<file path="src/rtl/mmu_regs_pkg.sv">
`timescale 1ns/1ps
package mmu_regs_pkg;

  localparam int DATA_W = 32;
  localparam int NFLT   = 8;
  localparam int NGRP   = 4;

  // register byte offsets (fixed: software decodes them)
  localparam logic [7:0] OFS_CTRL  = 8'h00;
  localparam logic [7:0] OFS_CFG   = 8'h04;
  localparam logic [7:0] OFS_STAT  = 8'h08;
  localparam logic [7:0] OFS_FLALL = 8'h0C;
  localparam logic [7:0] OFS_FLONE = 8'h10;
  localparam logic [7:0] OFS_BASE  = 8'h14;
  localparam logic [7:0] OFS_ISR   = 8'h18;
  localparam logic [7:0] OFS_ICLR  = 8'h1C;
  localparam logic [7:0] OFS_APAGE = 8'h24;
  localparam logic [7:0] OFS_AWR   = 8'h28;
  localparam logic [7:0] OFS_ARD   = 8'h2C;
  localparam logic [7:0] OFS_ABUS  = 8'h30;
  localparam logic [7:0] OFS_VER   = 8'h34;

  // control codes
  localparam logic [DATA_W-1:0] CODE_OFF  = 32'h0;
  localparam logic [DATA_W-1:0] CODE_RUN  = 32'h5;
  localparam logic [DATA_W-1:0] CODE_HOLD = 32'h7;

  typedef enum logic [1:0] {
    MODE_OFF  = 2'd0,
    MODE_RUN  = 2'd1,
    MODE_HOLD = 2'd2
  } mode_e;

  // fault-address register groups, index = register slot
  localparam int GRP_PAGE = 0;
  localparam int GRP_WR   = 1;
  localparam int GRP_RD   = 2;
  localparam int GRP_BUS  = 3;

  // which status bits route their address to a given group
  function automatic logic [NFLT-1:0] grp_mask(input int g);
    logic [NFLT-1:0] m;
    m = '0;
    case (g)
      GRP_PAGE: m[0] = 1'b1;
      GRP_WR:   begin m[2] = 1'b1; m[6] = 1'b1; m[7] = 1'b1; end
      GRP_RD:   begin m[1] = 1'b1; m[4] = 1'b1; m[5] = 1'b1; end
      default:  m[3] = 1'b1;
    endcase
    return m;
  endfunction

endpackage

</file>
<file path="src/rtl/mmu_ctl_fsm.sv">
`timescale 1ns/1ps
module mmu_ctl_fsm
  import mmu_regs_pkg::*;
#(
  parameter int DRAIN_CYC = 2
) (
  input  logic  clk,
  input  logic  rst_n,
  input  logic  wr_run,
  input  logic  wr_hold,
  input  logic  wr_off,
  input  logic  fault_in,
  input  logic  pend,
  output mode_e mode_o,
  output logic  blk_done
);

  localparam int CNT_W = $clog2(DRAIN_CYC + 1);

  mode_e            mode_q, mode_n;
  logic [CNT_W-1:0] cnt_q, cnt_n;
  logic             done_q, done_n;

  always_comb begin
    mode_n = mode_q;
    cnt_n  = cnt_q;
    done_n = done_q;
    if (fault_in || wr_hold) begin
      if (mode_q != MODE_HOLD) begin
        mode_n = MODE_HOLD;
        cnt_n  = '0;
        done_n = 1'b0;
      end else if (!done_q) begin
        if (cnt_q == CNT_W'(DRAIN_CYC - 1)) done_n = 1'b1;
        else                                cnt_n  = cnt_q + 1'b1;
      end
    end else if ((wr_run || wr_off) && !pend) begin
      mode_n = wr_run ? MODE_RUN : MODE_OFF;
      cnt_n  = '0;
      done_n = 1'b0;
    end else if (mode_q == MODE_HOLD && !done_q) begin
      if (cnt_q == CNT_W'(DRAIN_CYC - 1)) done_n = 1'b1;
      else                                cnt_n  = cnt_q + 1'b1;
    end
  end

  always_ff @(posedge clk or negedge rst_n) begin
    if (!rst_n) begin
      mode_q <= MODE_OFF;
      cnt_q  <= '0;
      done_q <= 1'b0;
    end else begin
      mode_q <= mode_n;
      cnt_q  <= cnt_n;
      done_q <= done_n;
    end
  end

  assign mode_o   = mode_q;
  assign blk_done = done_q;

endmodule

</file>
<file path="src/rtl/mmu_fault_log.sv">
`timescale 1ns/1ps
module mmu_fault_log
  import mmu_regs_pkg::*;
#(
  parameter int NF = NFLT,
  parameter int DW = DATA_W
) (
  input  logic                     clk,
  input  logic                     rst_n,
  input  logic [NF-1:0]            flt_hit,
  input  logic [DW-1:0]            flt_va,
  input  logic                     clr_we,
  input  logic [NF-1:0]            clr_bits,
  output logic [NF-1:0]            status,
  output logic [NGRP-1:0][DW-1:0]  grp_addr
);

  logic [NF-1:0] st_q, st_n;

  always_comb begin
    st_n = st_q;
    if (clr_we) st_n = st_n & ~clr_bits;
    st_n = st_n | flt_hit;
  end

  always_ff @(posedge clk or negedge rst_n) begin
    if (!rst_n) st_q <= '0;
    else        st_q <= st_n;
  end

  assign status = st_q;

  for (genvar g = 0; g < NGRP; g++) begin : g_grp
    localparam logic [NF-1:0] MASK = NF'(grp_mask(g));
    logic          cap;
    logic [DW-1:0] a_q, a_n;

    always_comb begin
      cap = (|(flt_hit & MASK)) && !(|(st_q & MASK));
      a_n = cap ? flt_va : a_q;
    end

    always_ff @(posedge clk or negedge rst_n) begin
      if (!rst_n) a_q <= '0;
      else        a_q <= a_n;
    end

    assign grp_addr[g] = a_q;
  end

endmodule

</file>
<file path="src/rtl/mmu_flush_gen.sv">
`timescale 1ns/1ps
module mmu_flush_gen #(
  parameter int VA_W = 20
) (
  input  logic            clk,
  input  logic            rst_n,
  input  logic            wr_all,
  input  logic            wr_one,
  input  logic            go_bit,
  input  logic [VA_W-1:0] page_in,
  output logic            flush_all,
  output logic            flush_one,
  output logic [VA_W-1:0] flush_va
);

  logic            all_q, all_n;
  logic            one_q, one_n;
  logic [VA_W-1:0] va_q, va_n;

  always_comb begin
    all_n = wr_all && go_bit;
    one_n = wr_one && go_bit;
    va_n  = one_n ? page_in : va_q;
  end

  always_ff @(posedge clk or negedge rst_n) begin
    if (!rst_n) begin
      all_q <= 1'b0;
      one_q <= 1'b0;
      va_q  <= '0;
    end else begin
      all_q <= all_n;
      one_q <= one_n;
      va_q  <= va_n;
    end
  end

  assign flush_all = all_q;
  assign flush_one = one_q;
  assign flush_va  = va_q;

endmodule

</file>
<file path="src/rtl/mmu_ctl_regs.sv">
`timescale 1ns/1ps
module mmu_ctl_regs
  import mmu_regs_pkg::*;
#(
  parameter int              ADDR_W    = 8,
  parameter int              PAGE_SH   = 12,
  parameter int              DRAIN_CYC = 2,
  parameter logic [DATA_W-1:0] VERSION = 32'h3100_0000
) (
  input  logic                      clk,
  input  logic                      rst_n,
  input  logic [ADDR_W-1:0]         reg_addr,
  input  logic                      reg_wr,
  input  logic [DATA_W-1:0]         reg_wdata,
  output logic [DATA_W-1:0]         reg_rdata,
  input  logic [NFLT-1:0]           flt_hit,
  input  logic [DATA_W-1:0]         flt_va,
  output logic                      xlat_on,
  output logic                      xlat_hold,
  output logic [DATA_W-1:0]         cfg_word,
  output logic [DATA_W-1:0]         tbl_base,
  output logic                      flush_all,
  output logic                      flush_one,
  output logic [DATA_W-PAGE_SH-1:0] flush_va,
  output logic                      irq
);

  localparam int VA_W = DATA_W - PAGE_SH;

  function automatic logic hit(input logic [ADDR_W-1:0] a, input logic [7:0] ofs);
    return a == ADDR_W'(ofs);
  endfunction

  // write strobes
  logic wr_ctrl, wr_cfg, wr_base, wr_clr, wr_fla, wr_fl1;
  logic wr_run, wr_hold, wr_off;

  always_comb begin
    wr_ctrl = reg_wr && hit(reg_addr, OFS_CTRL);
    wr_cfg  = reg_wr && hit(reg_addr, OFS_CFG);
    wr_base = reg_wr && hit(reg_addr, OFS_BASE);
    wr_clr  = reg_wr && hit(reg_addr, OFS_ICLR);
    wr_fla  = reg_wr && hit(reg_addr, OFS_FLALL);
    wr_fl1  = reg_wr && hit(reg_addr, OFS_FLONE);
    wr_run  = wr_ctrl && (reg_wdata == CODE_RUN);
    wr_hold = wr_ctrl && (reg_wdata == CODE_HOLD);
    wr_off  = wr_ctrl && (reg_wdata == CODE_OFF);
  end

  // plain storage registers with explicit enables
  logic [DATA_W-1:0] cfg_q, cfg_n, base_q, base_n;

  always_comb begin
    cfg_n  = wr_cfg  ? reg_wdata : cfg_q;
    base_n = wr_base ? reg_wdata : base_q;
  end

  always_ff @(posedge clk or negedge rst_n) begin
    if (!rst_n) begin
      cfg_q  <= '0;
      base_q <= '0;
    end else begin
      cfg_q  <= cfg_n;
      base_q <= base_n;
    end
  end

  // fault log
  logic [NFLT-1:0]               isr;
  logic [NGRP-1:0][DATA_W-1:0]   faddr;

  mmu_fault_log #(.NF(NFLT), .DW(DATA_W)) u_log (
    .clk      (clk),
    .rst_n    (rst_n),
    .flt_hit  (flt_hit),
    .flt_va   (flt_va),
    .clr_we   (wr_clr),
    .clr_bits (reg_wdata[NFLT-1:0]),
    .status   (isr),
    .grp_addr (faddr)
  );

  // control state
  mode_e mode;
  logic  blk_done;

  mmu_ctl_fsm #(.DRAIN_CYC(DRAIN_CYC)) u_ctl (
    .clk      (clk),
    .rst_n    (rst_n),
    .wr_run   (wr_run),
    .wr_hold  (wr_hold),
    .wr_off   (wr_off),
    .fault_in (|flt_hit),
    .pend     (|isr),
    .mode_o   (mode),
    .blk_done (blk_done)
  );

  // invalidate strobes
  mmu_flush_gen #(.VA_W(VA_W)) u_fl (
    .clk       (clk),
    .rst_n     (rst_n),
    .wr_all    (wr_fla),
    .wr_one    (wr_fl1),
    .go_bit    (reg_wdata[0]),
    .page_in   (reg_wdata[DATA_W-1:PAGE_SH]),
    .flush_all (flush_all),
    .flush_one (flush_one),
    .flush_va  (flush_va)
  );

  // outputs
  assign xlat_on   = (mode != MODE_OFF);
  assign xlat_hold = (mode == MODE_HOLD);
  assign cfg_word  = cfg_q;
  assign tbl_base  = base_q;
  assign irq       = |isr;

  // read mux
  logic [DATA_W-1:0] ctrl_code;

  always_comb begin
    case (mode)
      MODE_RUN:  ctrl_code = CODE_RUN;
      MODE_HOLD: ctrl_code = CODE_HOLD;
      default:   ctrl_code = CODE_OFF;
    endcase
  end

  always_comb begin
    reg_rdata = '0;
    if      (hit(reg_addr, OFS_CTRL))  reg_rdata = ctrl_code;
    else if (hit(reg_addr, OFS_CFG))   reg_rdata = cfg_q;
    else if (hit(reg_addr, OFS_STAT))  reg_rdata = {{(DATA_W-1){1'b0}}, blk_done};
    else if (hit(reg_addr, OFS_BASE))  reg_rdata = base_q;
    else if (hit(reg_addr, OFS_ISR))   reg_rdata = DATA_W'(isr);
    else if (hit(reg_addr, OFS_APAGE)) reg_rdata = faddr[GRP_PAGE];
    else if (hit(reg_addr, OFS_AWR))   reg_rdata = faddr[GRP_WR];
    else if (hit(reg_addr, OFS_ARD))   reg_rdata = faddr[GRP_RD];
    else if (hit(reg_addr, OFS_ABUS))  reg_rdata = faddr[GRP_BUS];
    else if (hit(reg_addr, OFS_VER))   reg_rdata = VERSION;
  end

endmodule

</file>
<file path="config.mk">
export PLATFORM = sky130hd
export DESIGN_NAME = mmu_ctl_regs
export DESIGN_NICKNAME = d
export VERILOG_FILES = /design/src/rtl/mmu_regs_pkg.sv /design/src/rtl/mmu_ctl_fsm.sv /design/src/rtl/mmu_fault_log.sv /design/src/rtl/mmu_flush_gen.sv /design/src/rtl/mmu_ctl_regs.sv
export SDC_FILE = /design/constraint.sdc
export NUM_CORES = 1
export LEC_CHECK = 0
export ABC_AREA = 1
export BUFFER_PORTS_ARGS = -buffer_cell sky130_fd_sc_hd__buf_2
export CORE_MARGIN = 4
export CORE_UTILIZATION = 45
export DETAILED_ROUTE_END_ITERATION = 7
export PLACE_DENSITY = 0.72
export SYNTH_ARGS = -nofsm -noshare
export SYNTH_HDL_FRONTEND = slang
export SYNTH_SLANG_ARGS = --single-unit
</file>
<file path="constraint.sdc">
create_clock -name clk -period 4.7 [get_ports clk]
set_clock_uncertainty 0.2 [all_clocks]
set_input_delay 0.94 -clock clk [delete_from_list [all_inputs] [get_ports clk]]
set_output_delay 0.94 -clock clk [all_outputs]
set_load 0.01 [all_outputs]
</file>
==> metrics.md, run 1 <==
| Metric | Value |
|---|---|
| Comb power frac | `6.4%` |
| Core Footprint | `22000 µm²` |
| Setup TNS Final | `0 ps` |
| Synthesized area per cell | `8.26 µm²` |
| Synth top area share | `56.2%` |
| DP HPWL | `20400 µm` |
| Max clock buf depth | `3` |
| Critical path required time | `3560 ps` |
| Worst skew pair latency | `520 ps` |
| CTS buffer count | `25` |
| Initial antenna violation count | `5` |
| Final #Nets | `1490` |
| Share of layout cells above drive strength 1 | `19.8%` |
| First-pass iteration count of the detailed router | `5` |
| Arr. time, crit path | `2770 ps` |
| Slew @ Worst Pin | `1150 ps` |
| Yosys warns | `0` |
| Switching power | `1.05 mW` |
| Worst slew margin | `23.2%` |
| Yosys cell types | `33` |
| Area Overhead vs Synth | `20.7%` |
| CP startpoint kind | `primary input` |
| Max Cap Viol | `0` |
| Rows | `54` |
| Post-route worst setup slack | `794 ps` |
| Vias | `8980` |
| Layout filler cell count | `2020` |
| Sw frac | `23.3%` |
| Post-synth ARST share | `100%` |
| Final Hold Viols | `0` |
| Slew Limit Fails | `0` |
| CTS tree | `yes` |
| Setup Fix Bufs, Post-CTS | `0` |
| Final setup fails | `0` |
| Top cells by area in the synthesized netlist | `dfrtp_1, nand2_1, o21ai_0, inv_1, nand3_1` |
| Critical Path Fanout Max | `19` |
| Sequential fraction of the synthesis area | `56.2%` |
| Clock root buffer | `clkbuf_16` |
| CTS hold repair buffers | `0` |
| Finished Layout Cells | `1704` |
| Multi-input gate area | `3810 µm²` |
| Worst vdd ir | `0.000231 V` |
| Internal | `3.44 mW` |
| Clock Power Share | `46.2%` |
| Post-DR wirelength/cell | `17.3 µm` |
| Post-layout min period | `3910 ps` |
| Resize count post-CTS | `0` |
| Die Y | `158 µm` |
| Clock slew at reported path FFs | `60 ps` |
| Top delay family on crit path | `simple AND/OR/NAND/NOR gates` |
| Die ar. | `24900 µm²` |
| I/O Buffers | `203` |
| Fin crit share | `83.1%` |
| DRC | `0` |
| Vias in the first global route | `8809` |
| H-Tree Depth | `1` |
| Yosys top cell by area | `dfrtp_1` |
| Vias/cell | `5.27` |
| Max Clk Rate | `0.256 GHz` |
| Register share of total power | `47.4%` |
| RSZ-0062 raised after global routing | `false` |
| Power Dens Cells | `368 nW/µm²` |
| Cell area after synthesis | `10100 µm²` |
| Leak | `6.42 nW` |
| Clk sinks | `227` |
| 1st-iter DRT viols | `822` |
| Remaining antenna violation count | `0` |
| Count of state elements after synthesis | `227` |
| Final Cell Area | `12200 µm²` |
| Initial Util | `46.1%` |
| DIE WIDTH | `158 µm` |
| Crit-path cells | `buf_2 > nor2_4 > nand3_1 > nor2_4 > buf_4 > nand2_1 > nand4_1 > o21ai_0 > nand3_1 > buf_2` |
| Synth Flop Type | `dfrtp_1` |
| Syn_nets | `1310` |
| Placed insts | `1658` |
| Placed Area | `11300 µm²` |
| Crit-path slowest cell | `nor2_4` |
| Post-synth EDFFs | `0` |
| Crit end category | `output port` |
| CP peak stage delay | `430 ps` |
| Hold Crit Class | `register to register` |
| Sequential Area | `5680 µm²` |
| Setup CP Type | `primary input to output port` |
| Post-Synthesis Cells | `1225` |
| First-pass GRT wire length | `46300 µm` |
| Status | `finished, final reports clean` |
| Total track usage | `23.3%` |
| I/O pin total | `204` |
| Worst slack at placement | `804 ps` |
| RD Place Congestion | `0.875` |
| GR Overflow Total | `0` |
| Largest net degree at the start of global routing | `130` |
| DRT Wirelength | `29400 µm` |
| Buffers and inverters on the worst path | `3` |
==> stage by stage <==
| step | utilization, % | total power, mW | hold WS (ps) |
|---|---|---|---|
| 6_report | 55.6 | 4.49 | 281 |
| 5_1_grt | 55.6 | 4.66 | 293 |
| 4_1_cts | 55.6 | 4.52 | 283 |
| 3_5_place_dp | 51.6 | 2.45 | 268 |
| 3_3_place_gp | 51.6 | 2.44 | 264 |
| 2_1_floorplan | - | 2.28 | 248 |
==> placed cells by master, fill, tap and decap left out, drive strengths merged, types with 4 or more instances in the layout <==
cell,Yosys,final
a21oi,7,7
a22oi,5,5
buf,16,214
bufinv,0,4
clkbuf,45,34
dfrtp,227,227
inv,98,100
nand2,416,416
nand3,46,46
nand4,26,26
nor2,63,63
o21ai,261,261
or2,4,4
==> state kept, by name, summed over array words and instances (netlist names) <==
| register | count |
|---|---|
| u_ctl.blk_done | 1 |
| u_ctl.cnt_q | 2 |
| u_fl.flush_va | 20 |
| u_log.status | 8 |
| tbl_base | 32 |
| cfg_word | 32 |
| u_ctl.mode_o | 2 |
| u_fl.flush_all | 1 |
| u_fl.flush_one | 1 |
| u_log.g_grp.a_q | 128 |
==> power groups by stage <==
stage               Combinational (mW)  Clock [mW]  Sequential [mW]
floorplan                        0.118           0             2.16
global placement                 0.283           0             2.16
detailed placement               0.292           0             2.16
CTS                              0.293        2.10             2.13
global route                     0.331        2.19             2.14
finish                           0.287        2.07             2.13
==> final cells by class <==
| cell class | count | share of cell area, % |
|---|---|---|
| inverter | 98 | 3.03 |
| multi-input combinational | 839 | 31.2 |
| clock buffer | 34 | 5.81 |
| clock inverter | 11 | 1.39 |
| timing repair buffer | 214 | 9.18 |
| antenna | 1 | 0.0205 |
| sequential | 227 | 46.5 |
| tap | 280 | 2.87 |
==> kinds of logic (layout without fill, tap and decap cells) <==
family | after synthesis | count (layout) | share of synthesized area, %
buf+inv | 159 | 357 | 6.28
other cells | 0 | 1 | 0
compound gates | 277 | 277 | 13.9
fa+ha+maj | 2 | 2 | 0.247
simple gates | 560 | 560 | 23.4
flops | 227 | 227 | 56.2
==> synthesized netlist by cell type (2+ instances only) <==
cell type / number
clkbuf_1: 45
inv_1: 93
buf_6: 2
inv_2: 4
nand2_1: 410
nor2_2: 2
nor3_1: 3
ha_1: 2
a22oi_1: 5
nand3_4: 2
o21ai_1: 22
a21oi_1: 7
nand3_1: 43
o21ai_0: 239
nor2_8: 2
nor2_4: 5
buf_2: 11
or2_0: 3
buf_4: 2
nor2_1: 54
nand2_2: 6
nand4_1: 26
dfrtp_1: 227
==> path summary, 6_finish.rpt <==
| kind | startpoint | end | slack [ps] | depth (start not counted) |
|---|---|---|---|---|
| setup / recovery | reg_addr[1] | reg_rdata[17] | 790 | 10 |
| hold / removal | u_fl.flush_va[14] | u_fl.flush_va[14] | 280 | 2 |
| setup reg to reg | u_log.status[5] | u_log.g_grp[2].a_q[28] | 2330 | 5 |
| hold reg to reg | u_fl.flush_va[14] | u_fl.flush_va[14] | 280 | 2 |
| max in group asynchronous | rst_n | u_log.g_grp[2].a_q[6] | 2910 | 2 |
| min in group asynchronous | rst_n | u_log.g_grp[3].a_q[13] | 310 | 1 |
==> layer usage <==
layer,wire length (µm),vias to the layer above,global-route usage (%)
met2,14300,331,39.5
met4,1090,10,8.64
li1,-,4320,-
met5,64,-,0
met3,1860,73,4.18
met1,12100,4246,30.0
==> tightest hold or removal path, cell delays in order (launching register included) <==
cell and delay [ps]:
dfrtp_1 330, nand2_1 50, o21ai_0 60
No activity file was read; power rests on OpenSTA's default activity.
==> run 2, diff against run 1 <==
clock period = 3.95 ns   (was 4.7 ns; I/O delays follow)
==> run 2 against run 1 <==
Compared with the run above: non-clock buffer count rose by 6; utilization rose by 0.13 points; critical path depth did not move; critical endpoint is now reg_rdata[16]; largest power group unchanged.
==> metrics.md, run 2 (same netlist as run 1, synthesis figures left out) <==
| Metric | Value |
|---|---|
| Leak | `6.45 nW` |
| First-pass GRT wire length | `46000 µm` |
| Worst vdd ir | `0.000496 V` |
| Remaining antenna violation count | `0` |
| Total track usage | `23.2%` |
| RSZ-0062 raised after global routing | `false` |
| Post-layout min period | `3600 ps` |
| Final setup fails | `0` |
| Slew @ Worst Pin | `1150 ps` |
| H-Tree Depth | `1` |
| Worst slew margin | `23.2%` |
| RD Place Congestion | `0.858` |
| Post-DR wirelength/cell | `17.1 µm` |
| Sw frac | `23.8%` |
| Placed insts | `1664` |
| Vias in the first global route | `8673` |
| I/O Buffers | `203` |
| Rows | `54` |
| Max reg flops | `128` |
| N_diodes | `0` |
| Die ar. | `24900 µm²` |
| Core Footprint | `22000 µm²` |
| Vias/cell | `5.24` |
| Slew Limit Fails | `0` |
| Arr. time, crit path | `2610 ps` |
| Clk sinks | `227` |
| Worst setup startpoint | `reg_addr[1]` |
| DRT Wirelength | `29200 µm` |
| First-pass iteration count of the detailed router | `5` |
| Switching power | `1.24 mW` |
| Largest net degree at the start of global routing | `87` |
| Biggest register | `u_log.g_grp.a_q` |
| Worst skew pair latency | `520 ps` |
| 1st-iter DRT viols | `667` |
| I/O pin total | `204` |
| Resize count post-CTS | `0` |
| DRC | `0` |
| CP startpoint kind | `primary input` |
| Crit end category | `output port` |
| Initial antenna violation count | `5` |
| DP HPWL | `20300 µm` |
| Register share of total power | `48.7%` |
| Clock slew at reported path FFs | `60 ps` |
| DIE WIDTH | `158 µm` |
| Area Overhead vs Synth | `21.0%` |
| Final Hold Viols | `0` |
| Clock root buffer | `clkbuf_16` |
| Final #Nets | `1496` |
| GR Overflow Total | `0` |
| Setup Fix Bufs, Post-CTS | `0` |
| Most common cell after layout, fill and taps aside | `nand2_1` |
| CTS hold repair buffers | `0` |
| Comb power frac | `6.6%` |
| Share of layout cells above drive strength 1 | `20.4%` |
| Critical Path Fanout Max | `17` |
| Critical path required time | `2960 ps` |
| Die Y | `158 µm` |
| Reg2reg start | `u_log.status[0]` |
| Hold Crit Class | `primary input to asynchronous set/reset pin` |
| Fin crit share | `91.3%` |
| Max Cap Viol | `0` |
| Finished Layout Cells | `1710` |
| Max Clk Rate | `0.277 GHz` |
| Setup CP Type | `primary input to output port` |
| Max clock buf depth | `3` |
| Setup TNS Final | `0 ps` |
| Power Dens Cells | `424 nW/µm²` |
| Vias | `8963` |
| Internal | `3.96 mW` |
| Layout filler cell count | `2034` |
| CTS tree | `yes` |
| CTS buffer count | `25` |
| Clock Power Share | `44.7%` |
| Initial Util | `46.1%` |
| Status | `finished, final reports clean` |
| Commonest non-fill, non-tap cells in the layout | `nand2_1, o21ai_0, dfrtp_1` |
## run 2: cell count changes in the layout (fill, tap and decap cells not counted), moves of 2 or more
cell / previous run / this run
clkbuf_8: 5 / 8
bufinv_16: 4 / 1
buf_12: 1 / 3
clkinvlp_4: 2 / 0
clkinv_2: 3 / 9
clkbuf_1: 4 / 1
buf_4: 10 / 14
## run 2: power by group through the flow
stage	clock, mW	sequential [mW]	combinational (mW)
3_5_place_dp	0	2.57	0.347
6_report	2.32	2.53	0.341
4_1_cts	2.36	2.53	0.349
5_1_grt	2.45	2.54	0.394
3_3_place_gp	0	2.57	0.338
2_1_floorplan	0	2.57	0.141
## run 2: critical path: stages
cell,delay [ps]
buf_2,110
nor2_4,170
nand3_1,180
nor2_4,430
buf_4,330
nand2_1,80
nand4_1,70
o21ai_0,180
nand3_1,110
buf_2,140
## run 2: worst paths after layout
kind                       slack, ps                     end  depth (start not counted)
min                               50  u_log.g_grp[2].a_q[13]                          1
max in group asynchronous       2590             cfg_word[2]                          2
min in group clk                 280   u_log.g_grp[3].a_q[8]                          2
min reg2reg                      280   u_log.g_grp[3].a_q[8]                          2
max                              350           reg_rdata[16]                         10
max reg2reg                     2070  u_log.g_grp[0].a_q[12]                          3
## run 2: stage by stage
stage / utilization, % / setup WS (ps) / hold slack, ps / area (µm²) / power, mW
3_3_place_gp: 51.9 / 411 / 263 / 11400 / 2.90
3_5_place_dp: 51.9 / 380 / 271 / 11400 / 2.92
5_1_grt: 55.7 / 245 / 80.1 / 12200 / 5.39
2_1_floorplan: - / 1110 / 248 / 10100 / 2.71
4_1_cts: 55.7 / 367 / 79.5 / 12200 / 5.24
6_report: 55.7 / 346 / 45.3 / 12200 / 5.19
## run 2: cell type report
cell class	instances	area (µm²)	share of cell area, %
clock inverters	12	100	0.818
inverters	98	370	3.03
clock buffers	34	739	6.04
repair buffers	220	1190	9.73
well taps	280	350	2.86
multi-input cells	839	3810	31.1
flip-flops and latches	227	5680	46.4
## run 2: routing by layer
layer	GRT usage (%)	vias to the layer above	wire (µm)
met5	0	-	52
met4	8.48	10	1010
met3	4.70	64	2020
met2	38.4	321	14000
met1	30.5	4228	12100
li1	-	4340	-
